**src/rtl/serial_loop_reg_pkg.sv**
```systemverilog
package serial_loop_reg_pkg;

    parameter int DEF_WORD_W = 8;
    parameter int DEF_PAD_W  = 4;

    typedef struct packed {
        logic drive;
        logic hold;
    } mode_t;

    localparam mode_t MODE_RESET = '{drive: 1'b0, hold: 1'b0};

    typedef enum logic [1:0] {
        SRC_LOOP = 2'd0,
        SRC_EXT  = 2'd1,
        SRC_PAD  = 2'd2
    } src_e;

    function automatic src_e pick_source(input logic hold, input logic in_pad);
        if (hold)
            return SRC_LOOP;
        else if (in_pad)
            return SRC_PAD;
        else
            return SRC_EXT;
    endfunction

    function automatic logic source_bit(input src_e src, input logic loop_bit,
                                        input logic ext_bit);
        case (src)
            SRC_LOOP: return loop_bit;
            SRC_EXT:  return ext_bit;
            default:  return 1'b0;
        endcase
    endfunction

endpackage

```
**src/rtl/slp_frame_pacer.sv**
```systemverilog
module slp_frame_pacer #(
    parameter int WORD_W = 8,
    parameter int PAD_W  = 4
) (
    input  logic clk,
    input  logic rst,
    output logic first_o,
    output logic pad_o
);
    localparam int FRAME_LEN = WORD_W + PAD_W;
    localparam int POS_W     = $clog2(FRAME_LEN);
    localparam logic [POS_W-1:0] LAST_POS  = POS_W'(FRAME_LEN - 1);
    localparam logic [POS_W-1:0] PAD_START = POS_W'(WORD_W);

    logic [POS_W-1:0] pos_q;

    always_ff @(posedge clk) begin
        if (rst)
            pos_q <= '0;
        else if (pos_q == LAST_POS)
            pos_q <= '0;
        else
            pos_q <= pos_q + 1'b1;
    end

    assign first_o = (pos_q == '0);
    assign pad_o   = (pos_q >= PAD_START);
endmodule

```
**src/rtl/slp_mode_hold.sv**
```systemverilog
module slp_mode_hold
    import serial_loop_reg_pkg::*;
(
    input  logic  clk,
    input  logic  rst,
    input  logic  first_i,
    input  mode_t mode_i,
    output mode_t mode_eff_o,
    output mode_t mode_q_o
);
    mode_t mode_q;

    assign mode_eff_o = first_i ? mode_i : mode_q;
    assign mode_q_o   = mode_q;

    always_ff @(posedge clk) begin
        if (rst)
            mode_q <= MODE_RESET;
        else
            mode_q <= mode_eff_o;
    end
endmodule

```
**src/rtl/slp_ring.sv**
```systemverilog
module slp_ring #(
    parameter int DEPTH = 12
) (
    input  logic clk,
    input  logic rst,
    input  logic in_bit,
    output logic out_bit
);
    logic [DEPTH-1:0] stage_q;

    always_ff @(posedge clk) begin
        if (rst)
            stage_q <= '0;
        else
            stage_q <= {in_bit, stage_q[DEPTH-1:1]};
    end

    assign out_bit = stage_q[0];
endmodule

```
**src/rtl/serial_loop_reg.sv**
```systemverilog
module serial_loop_reg
    import serial_loop_reg_pkg::*;
#(
    parameter int WORD_W = DEF_WORD_W,
    parameter int PAD_W  = DEF_PAD_W
) (
    input  logic clk,
    input  logic rst,
    input  logic ser_in,
    input  logic drive_en_i,
    input  logic hold_i,
    output logic alu_out,
    output logic mon_out,
    output logic frame_start
);
    localparam int FRAME_LEN = WORD_W + PAD_W;

    logic  first;
    logic  in_pad;
    mode_t mode_in;
    mode_t mode_eff;
    mode_t mode_q;
    src_e  src;
    logic  ring_in;
    logic  ring_out;

    slp_frame_pacer #(.WORD_W(WORD_W), .PAD_W(PAD_W)) u_pacer (
        .clk     (clk),
        .rst     (rst),
        .first_o (first),
        .pad_o   (in_pad)
    );

    assign mode_in = '{drive: drive_en_i, hold: hold_i};

    slp_mode_hold u_mode (
        .clk        (clk),
        .rst        (rst),
        .first_i    (first),
        .mode_i     (mode_in),
        .mode_eff_o (mode_eff),
        .mode_q_o   (mode_q)
    );

    assign src     = pick_source(mode_eff.hold, in_pad);
    assign ring_in = source_bit(src, ring_out, ser_in);

    slp_ring #(.DEPTH(FRAME_LEN)) u_ring (
        .clk     (clk),
        .rst     (rst),
        .in_bit  (ring_in),
        .out_bit (ring_out)
    );

    assign mon_out     = ring_out;
    assign alu_out     = mode_eff.drive & ring_out;
    assign frame_start = first;
endmodule

```
**config.mk**
```make
export PLATFORM = sky130hd
export DESIGN_NAME = serial_loop_reg
export DESIGN_NICKNAME = d
export VERILOG_FILES = /design/src/rtl/serial_loop_reg_pkg.sv /design/src/rtl/slp_frame_pacer.sv /design/src/rtl/slp_mode_hold.sv /design/src/rtl/slp_ring.sv /design/src/rtl/serial_loop_reg.sv
export SDC_FILE = /design/constraint.sdc
export NUM_CORES = 1
export LEC_CHECK = 0
export BUFFER_PORTS_ARGS = -buffer_cell sky130_fd_sc_hd__buf_4
export CAP_MARGIN = 20
export CORE_AREA = 2 2 43 45
export CTS_CLUSTER_SIZE = 24
export DETAILED_ROUTE_END_ITERATION = 10
export DIE_AREA = 0 0 45 47
export SYNTH_ARGS = -nofsm -noshare
export SYNTH_HDL_FRONTEND = slang
export SYNTH_SLANG_ARGS = --single-unit
```
**constraint.sdc**
```tcl
create_clock -name clk -period 1.8 [get_ports clk]
set_input_delay 0.18 -clock clk [delete_from_list [all_inputs] [get_ports clk]]
set_output_delay 0.18 -clock clk [all_outputs]
set_load 0.01 [all_outputs]
```
Word level (Yosys, flattened, before mapping):

Index checks and enable logic that the tools add are counted.

* input bits: 5
* register bits: 18
* RAM bits: 0
* bits in latches: 0
* memories: 0
* word-level logic and storage cells: 16
* bits in read-only memories: 0

* multiplexer cells: 4
* equal/unequal tests: 2
* $lt $le $gt $ge: 1
* add/subtract/negate cells: 1
* divide/modulo/power cells: 0
* shift-type cells: 0
* reductions and logical operators: 3
* multipliers: 0
* bitwise gates (word level): 1

Operators by type and width (count)
* 2-to-1 mux 2 bit: 3
* adder 4 x 1 -> 4 bit, second input constant: 1
* equality test 4 bit, second input constant: 1
* >= comparator 4 bit, second input constant: 1
* zero test 4 bit: 1
* equality test 2 x 1 -> 1 bit, second input constant: 1
* zero test 2 bit: 1
* one-hot mux 1 bit (2 select lines): 1
* OR reduction 2 bit: 1
* bitwise AND 1 bit: 1

Depth between registers and ports, before layout:

Gate-level depths: netlist of run 1.

* word-level depth: 5
* depth in mapped cells: 5
* gate-level depth less buffers: 5

Modules after synthesis:

From an unflattened synthesis of run 1, not the netlist that was laid out.

* cell total of the unflattened synthesis: 55
* area, all modules: 673.1 um^2

By module, submodules not included
* slp_ring: area an instance 366.6 um^2, cells an instance 25, sequential area each 240.2 um^2, instances 1
* slp_frame_pacer: area an instance 201.4 um^2, cells an instance 21, sequential area each 80.1 um^2, instances 1
* slp_mode_hold: area an instance 86.3 um^2, cells an instance 6, sequential area each 40.0 um^2, instances 1
* serial_loop_reg: area an instance 18.8 um^2, cells an instance 3, sequential area each 0.0 um^2, instances 1

Least setup slack after synthesis of run 1:

Ideal clock, no wire load.

* path type: register to output
* start: reg u_pacer.pos_q[0]
* end: out alu_out
* setup slack: 0.414 ns
* stages on the path, launching flop included: 6
* arrival time: 1.206 ns
* data required time: 1.620 ns
* path through: dfxtp_1 inv_1 ha_1 nor3b_4 mux2i_1 nor2b_1

* cells in the longest elaborated chain, start to end: 3

RTL lines
* start, declared: line slp_frame_pacer.sv:15 `logic [POS_W-1:0] pos_q;`
* start signal, assigned: line slp_frame_pacer.sv:23 `pos_q <= pos_q + 1'b1;`
* zero test 4 bit: line slp_frame_pacer.sv:26 `assign first_o = (pos_q == '0);`
* net frame_start: line serial_loop_reg.sv:14 `output logic frame_start`
* 2-to-1 mux 2 bit: line slp_mode_hold.sv:13 `assign mode_eff_o = first_i ? mode_i : mode_q;`
* bitwise AND 1 bit: line serial_loop_reg.sv:56 `assign alu_out = mode_eff.drive & ring_out;`
* end, declared: line serial_loop_reg.sv:12 `output logic alu_out,`

The timed path passes the listed nets, and every way through them passes these cells.

Worst setup path in the final report of run 1:

* start: reg u_pacer.pos_q[0]
* end: out alu_out

* cells in the longest elaborated chain, start to end: 3

RTL lines (line)
* zero test 4 bit: slp_frame_pacer.sv:26
* 2-to-1 mux 2 bit: slp_mode_hold.sv:13
* bitwise AND 1 bit: serial_loop_reg.sv:56

No other way between the ends.

==> results of run 1 <==
per-stage QoR:
stage	total power, mW	area (µm²)
finish	0.745	773
global route	0.784	773
CTS	0.742	749
detailed placement	0.499	706
global placement	0.497	706
floorplan	0.477	651
kinds of logic after synthesis:
logic type                 Yosys count  share of synthesized area (%)
buffers and inverters                5                           4.04
DFF                                 18                           55.4
adders and majority gates            2                           3.85
AOI/OAI and AO/OA                    3                           3.46
muxes                                4                           6.15
and+or+nand+nor                     27                           27.1
layout make-up:
class	count	area, µm²
fillers	163	878
flip-flops and latches	18	363
multi-input cells	36	270
repair buffers	10	75.1
clock buffers	4	36.3
well taps	17	21.3
inverters	2	7.51
path summary, 6_finish.rpt:
check,startpoint,end,slack (ps),cells after the start
max,u_pacer.pos_q[0],alu_out,100,6
max reg2reg,u_pacer.pos_q[0],u_ring.stage_q[11],340,6
min reg2reg,u_ring.stage_q[1],u_ring.stage_q[0],440,1
min,hold_i,u_mode.mode_q_o[0],160,3
flip-flops by register name, indices dropped and copies added, names as in the netlist:
signal	cells
u_mode.mode_q_o	2
u_pacer.pos_q	4
u_ring.stage_q	12
power by group:
group	internal, mW	switching (mW)
logic	0.0476	0.0352
clock network	0.123	0.114
registers	0.414	0.0110
placed cells by master (no fill, tap or decap), drive strengths merged:
| master | count |
|---|---|
| nor3 | 1 |
| inv | 2 |
| dfxtp | 18 |
| nand2 | 2 |
| o211ai | 1 |
| nor4b | 2 |
| nor2 | 5 |
| nand4b | 2 |
| a31oi | 1 |
| or3b | 1 |
| mux2i | 4 |
| clkbuf | 4 |
| buf | 10 |
| ha | 2 |
| o311ai | 1 |
| nor2b | 12 |
| nor3b | 2 |
cells in the mapped netlist, drive strengths merged (2+ instances only):
library cell	instances
clkbuf	2
nand4b	2
dfxtp	18
nand2	2
ha	2
inv	2
nor3b	2
nor4b	2
mux2i	4
nor2	5
nor2b	12
worst register-to-register path: stages, from the launching register on:
cell      delay, ps
dfxtp_2         350
inv_2            60
ha_2            150
nor3b_4         220
buf_4           180
mux2i_1         190
o311ai_0        170
repair_timing:
item | in CTS | in global routing
endpoints found under the setup margin | 1 | 1
gates resized for setup | 0 | 6
buffers inserted | 1 | 2
per-layer routing:
| layer | GRT usage [%] | share of wire, % |
|---|---|---|
| met3 | 4.62 | 6.5 |
| met2 | 15.7 | 42 |
| met4 | 8.82 | 1.5 |
| met5 | 0 | 0 |
| met1 | 13.5 | 49 |
==> metrics.md, run 1 <==
| Metric | Value |
|---|---|
| Total GRT Usage | `11.2%` |
| Dpl hpwl | `657 µm` |
| Buf/Inv on CP | `2` |
| CTS tree | `built` |
| Post-Route WL | `959 µm` |
| Maximum Capacitance Violations | `0` |
| Power Dens Cells | `963 nW/µm²` |
| Worst Tran Pin Value | `365 ps` |
| CP Class | `reg2out` |
| Worst path cell trace | `inv_2 -> ha_2 -> nor3b_4 -> mux2i_2 -> nor2b_1 -> buf_4` |
| Worst Path Max Fanout | `4` |
| EDFF count, synth | `0` |
| Rows | `15` |
| Clock Latency Late Sink | `280 ps` |
| Fin nets | `78` |
| Synth Cell Area | `651 µm²` |
| Fin. max-slew vios | `0` |
| Post-cts hold buffer count | `0` |
| Critical path's slowest cell | `dfxtp_2` |
| Mean Syn Cell Area | `11.0 µm²` |
| Slew headroom | `75.4%` |
| Clk_skew | `1.53 ps` |
| Wire per inst | `11.0 µm` |
| Outcome | `completed` |
| Yosys cell types | `18` |
| Final min period | `1700 ps` |
| FFs w/ async S/R, synth | `0%` |
| Non-filler instance count after layout | `87` |
| Post-DRT Antenna Nets | `0` |
| Synth Warn # | `0` |
| H-tree level count | `1` |
| Width of the die | `45 µm` |
| Leak | `0.308 nW` |
| DRC violation count after routing | `0` |
| IO Pins | `8` |
| IR drop worst, VDD | `0.000398 V` |
| Placed instance count | `80` |
| Crit path max-delay family | `flip-flops` |
| Area leader, netlist | `dfxtp_1` |
| WP data required | `1620 ps` |
| Register bit total from synthesis | `18` |
| Drt first pass iters | `4` |
| PortBufs | `7` |
| CP Capture Type | `output pin` |
| Top FF cell, synth | `dfxtp_1` |
| Fmax | `587 MHz` |
| Routed vias | `419` |
| Hold_ws | `164 ps` |
| Layout cell share with drive strength beyond 1 | `30.0%` |
| Yosys top cell area share | `55.4%` |
| Routed vias/inst | `4.82` |
| Antenna Cells | `0` |
| First-pass GRT wire length | `1.57 mm` |
| Setup WS post-layout | `95.5 ps` |
| # setup viols final | `0` |
| Buffer depth of the longest clock path | `2` |
| Num CTS Buffers | `3` |
| Mapped Cells | `59` |
| Initial core utilization | `39.4%` |
| Register area share after synthesis | `55.4%` |
| Min-delay worst type | `in2reg` |
| Syn Nets | `66` |
| Utilization after layout | `46.8%` |
| RSZ-0062 raised after global routing | `false` |
| Area Overhead vs Synth | `18.8%` |
| Initial antenna violation count | `0` |
| Clk sinks | `18` |
| Setup WS pre-CTS | `280 ps` |
| TNS Setup | `0 ps` |
| Die span in y | `47 µm` |
| Max incr delay on CP | `350 ps` |
| Gpl congestion | `0.683` |
| CP Launch Type | `register` |
| Crit share post-route | `94.7%` |
| Die area | `2120 µm²` |
| Remaining global-route overflow | `0` |
| Clock transition at path regs | `90 ps` |
| CORE AREA | `1650 µm²` |
| Synth top area cells | `dfxtp_1 55%, nor2b_1 12%, mux2i_1 6.2%, ha_1 3.8%, nor2_1 2.9%` |
| Largest net degree at the start of global routing | `22` |
| Critical path data arrival time | `1520 ps` |
| DR iter-0 viols | `6` |
| Root Buffer | `clkbuf_4` |
| Hold Fails Final Rpt | `0` |
| Vias in the first global route | `368` |
Note: power is estimated with default switching activity, not from simulation.
==> inputs of run 2 (changes only) <==
--- a/config.mk
+++ b/config.mk
@@ -7,10 +7,12 @@
 export LEC_CHECK = 0
 export BUFFER_PORTS_ARGS = -buffer_cell sky130_fd_sc_hd__buf_4
 export CAP_MARGIN = 20
-export CORE_AREA = 2 2 43 45
+export CORE_AREA = 2 2 44 46
 export CTS_CLUSTER_SIZE = 24
 export DETAILED_ROUTE_END_ITERATION = 10
-export DIE_AREA = 0 0 45 47
+export DIE_AREA = 0 0 46 48
+export SETUP_SLACK_MARGIN = 0.15
 export SYNTH_ARGS = -nofsm -noshare
 export SYNTH_HDL_FRONTEND = slang
+export SYNTH_HIERARCHICAL = 1
 export SYNTH_SLANG_ARGS = --single-unit
==> metrics.md, run 2 <==
| Metric | Value |
|---|---|
| Slew headroom | `82.2% (was 75.4%)` |
| Register area share after synthesis | `53.5% (was 55.4%)` |
| Outcome | `completed (unchanged)` |
| H-tree level count | `1 (unchanged)` |
| RSZ-0062 raised after global routing | `true (was false)` |
| Busiest grt layer | `met2 (unchanged)` |
| Post-Route WL | `1.27 mm (was 959 µm)` |
| Largest net degree at the start of global routing | `19 (was 22)` |
| Worst R2R Setup Slack | `150 ps (was 340 ps)` |
| Die area | `2210 µm² (was 2120 µm²)` |
| Utilization after layout | `55.3% (was 46.8%)` |
| CP Capture Type | `output pin (unchanged)` |
| Critical path's slowest cell | `dfxtp_2 (unchanged)` |
| Min-delay worst type | `in2reg (unchanged)` |
| Met1 Use GR | `15.0% (was 13.5%)` |
| Synth top area cells | `dfxtp_1 54%, nor2b_2 10%, nor2b_4 8.2%, ha_1 3.7%, and2b_2 2.6% (was dfxtp_1 55%, nor2b_1 12%, mux2i_1 6.2%, ha_1 3.8%, nor2_1 2.9%)` |
| Initial core utilization | `39.9% (was 39.4%)` |
| Met3 global-route usage | `3.40% (was 4.62%)` |
| Maximum Capacitance Violations | `0 (unchanged)` |
| Buf/Inv on CP | `2 (unchanged)` |
| Hold_sp | `ser_in (was hold_i)` |
| Crit share post-route | `94.0% (was 94.7%)` |
| CP Class | `reg2out (unchanged)` |
| Power Dens Cells | `859 nW/µm² (was 963 nW/µm²)` |
| TNS Setup | `0 ps (unchanged)` |
| IO Pins | `8 (unchanged)` |
| Most frequent cells in the layout | `14 x dfxtp_1, 11 x buf_4, 9 x buf_6 (was 16 x dfxtp_1, 12 x nor2b_1, 10 x buf_4)` |
| PortBufs | `7 (unchanged)` |
| RR Endpoint | `u_pacer/pos_q[3] (was u_ring.stage_q[11])` |
| Yosys cell types | `20 (was 18)` |
| # setup viols final | `0 (unchanged)` |
| Fin. max-slew vios | `0 (unchanged)` |
| Buffer depth of the longest clock path | `2 (unchanged)` |
| DRC violation count after routing | `0 (unchanged)` |
| Num CTS Buffers | `3 (unchanged)` |
| Layout cell share with drive strength beyond 1 | `64.9% (was 30.0%)` |
| Cell mode on critical path | `and2_4` |
| Final min period | `1690 ps (was 1700 ps)` |
| CORE AREA | `1690 µm² (was 1650 µm²)` |
| Antenna Cells | `0 (unchanged)` |
| Synth Cell Area | `673 µm² (was 651 µm²)` |
| First-pass GRT wire length | `1.95 mm (was 1.57 mm)` |
| Hold path depth | `3 (unchanged)` |
| CP Launch Type | `register (unchanged)` |
| Wire per inst | `13.5 µm (was 11.0 µm)` |
| EDFF count, synth | `0 (unchanged)` |
| Top FF cell, synth | `dfxtp_1 (unchanged)` |
| Die span in y | `48 µm (was 47 µm)` |
| Biggest register | `u_ring/stage_q (was u_ring.stage_q)` |
| Placed instance count | `77 (was 80)` |
| Drt first pass iters | `4 (unchanged)` |
| Worst Path Max Fanout | `2 (was 4)` |
| Max incr delay on CP | `340 ps (was 350 ps)` |
| Clk_skew | `7.42 ps (was 1.53 ps)` |
| Fin nets | `85 (was 78)` |
| Most frequent cells after synthesis | `18 x dfxtp_1, 8 x nor2b_2, 4 x nor2b_4, 3 x inv_1, 3 x nor2_1 (was 18 x dfxtp_1, 12 x nor2b_1, 5 x nor2_1, 4 x mux2i_1)` |
| Reg2reg path depth | `11 (was 6)` |
| Worst r2r src | `u_pacer/pos_q[0] (was u_pacer.pos_q[0])` |
| Synth Warn # | `6 (was 0)` |
| DR iter-0 viols | `5 (was 6)` |
| Non-filler instance count after layout | `94 (was 87)` |
| CTS tree | `built (unchanged)` |
| Width of the die | `46 µm (was 45 µm)` |
| Area Overhead vs Synth | `38.7% (was 18.8%)` |
| Most frequent cell after synthesis | `dfxtp_1 (unchanged)` |
| Mapped Cells | `55 (was 59)` |
| Critical path data arrival time | `1510 ps (was 1520 ps)` |
| Post-cts hold buffer count | `0 (unchanged)` |
| Worst Hold End | `u_ring/stage_q[11] (was u_mode.mode_q_o[0])` |
| GR met2 Demand/Resource | `21.7% (was 15.7%)` |
| Worst Tran Pin Value | `267 ps (was 365 ps)` |
| Register bit total from synthesis | `18 (unchanged)` |
| Commonest non-fill, non-tap cell in the layout | `dfxtp_1 (unchanged)` |
| Hold_ws | `219 ps (was 164 ps)` |
| Crit path max-delay family | `flip-flops (unchanged)` |
| Root Buffer | `clkbuf_4 (unchanged)` |
| IR drop worst, VDD | `0.000486 V (was 0.000398 V)` |
| Rows | `15 (unchanged)` |
| Gpl congestion | `0.727 (was 0.683)` |
| Routed vias | `446 (was 419)` |
| Fmax | `591 MHz (was 587 MHz)` |
| Mean Syn Cell Area | `12.2 µm² (was 11.0 µm²)` |
| Syn Nets | `62 (was 66)` |
| Worst path cell trace | `inv_2 -> ha_4 -> and2_4 -> mux2_4 -> and2_4 -> buf_6 (was inv_2 -> ha_2 -> nor3b_4 -> mux2i_2 -> nor2b_1 -> buf_4)` |
| Remaining global-route overflow | `0 (unchanged)` |
| Hold Fails Final Rpt | `0 (unchanged)` |
| Max reg flops | `12 (unchanged)` |
| Clk sinks | `18 (unchanged)` |
| Clock transition at path regs | `100 ps (was 90 ps)` |
| Routed vias/inst | `4.74 (was 4.82)` |
| Leak | `0.393 nW (was 0.308 nW)` |
| Yosys top cell area share | `53.5% (was 55.4%)` |
| Initial antenna violation count | `0 (unchanged)` |
| Pwr Total | `0.802 mW (was 0.745 mW)` |
| Vias in the first global route | `441 (was 368)` |
| Total GRT Usage | `13.2% (was 11.2%)` |
| WP data required | `1620 ps (about the same)` |
| Clock Latency Late Sink | `290 ps (was 280 ps)` |
| Post-DRT Antenna Nets | `0 (unchanged)` |
| Area leader, netlist | `dfxtp_1 (unchanged)` |
| FFs w/ async S/R, synth | `0% (unchanged)` |
[run 2: cell count changes in the layout (fill, tap and decap cells not counted), moves of 3 or more]
cell     delta
buf_6       +9
nor2_1      -3
nor2b_1    -11
nor2b_2     +8
nor2b_4     +4
[run 2: cell type report]
| cell class | count | area [µm²] |
|---|---|---|
| multi-input combinational | 32 | 315 |
| timing repair buffer | 20 | 184 |
| fill | 149 | 756 |
| tap | 17 | 21.3 |
| clock buffer | 4 | 36.3 |
| inverter | 3 | 11.3 |
| sequential | 18 | 365 |
[run 2: per-stage QoR]
step,area (µm²),setup slack [ps]
5_1_grt,933,51.9
3_5_place_dp,732,213
3_3_place_gp,732,218
4_1_cts,873,107
6_report,933,108
2_1_floorplan,673,226
[run 2: worst max path at each step]
| stage | startpoint | end | slack, ps | depth (start not counted) |
|---|---|---|---|---|
| CTS | u_pacer/pos_q[1] | alu_out | 110 | 6 |
| detailed placement | u_pacer/pos_q[0] | u_ring/stage_q[11] | 210 | 6 |
| global placement | u_pacer/pos_q[0] | u_ring/stage_q[11] | 220 | 6 |
| finish | u_pacer/pos_q[0] | alu_out | 110 | 6 |
| global route | u_pacer/pos_q[0] | alu_out | 50 | 6 |
| floorplan | u_pacer/pos_q[0] | u_ring/stage_q[11] | 230 | 6 |
[run 2: worst reg2reg max path, stage by stage (launching register included)]
cell and delay [ps]:
dfxtp_2 350, inv_2 60, buf_6 110, buf_6 100, buf_6 110, buf_6 100, buf_6 100, buf_6 100
buf_6 100, buf_6 100, o211ai_1 180, a31oi_1 110
[run 2: where the power goes]
| group | internal (mW) | switching, mW |
|---|---|---|
| clock network | 0.123 | 0.121 |
| registers | 0.413 | 0.00850 |
| logic | 0.0848 | 0.0510 |
| total | 0.621 | 0.181 |
[run 2: timing repair]
item	CTS	global route
setup endpoints to repair	1	3
cloned	0	0
setup buffers	12	1
gates resized for setup	9	13
pin swaps	2	2
[run 2: cells by family after synthesis]
logic type	synth area share (%)
flops	53.5
simple gates	27.9
fa+ha+maj	3.72
buf+inv	3.90
mux	5.39
compound gates	5.58
[run 2: layer usage]
layer / vias up / wire length (µm)
met5: - / 0
met4: 0 / 12
met3: 2 / 27
met2: 4 / 694
met1: 218 / 535
li1: 222 / -
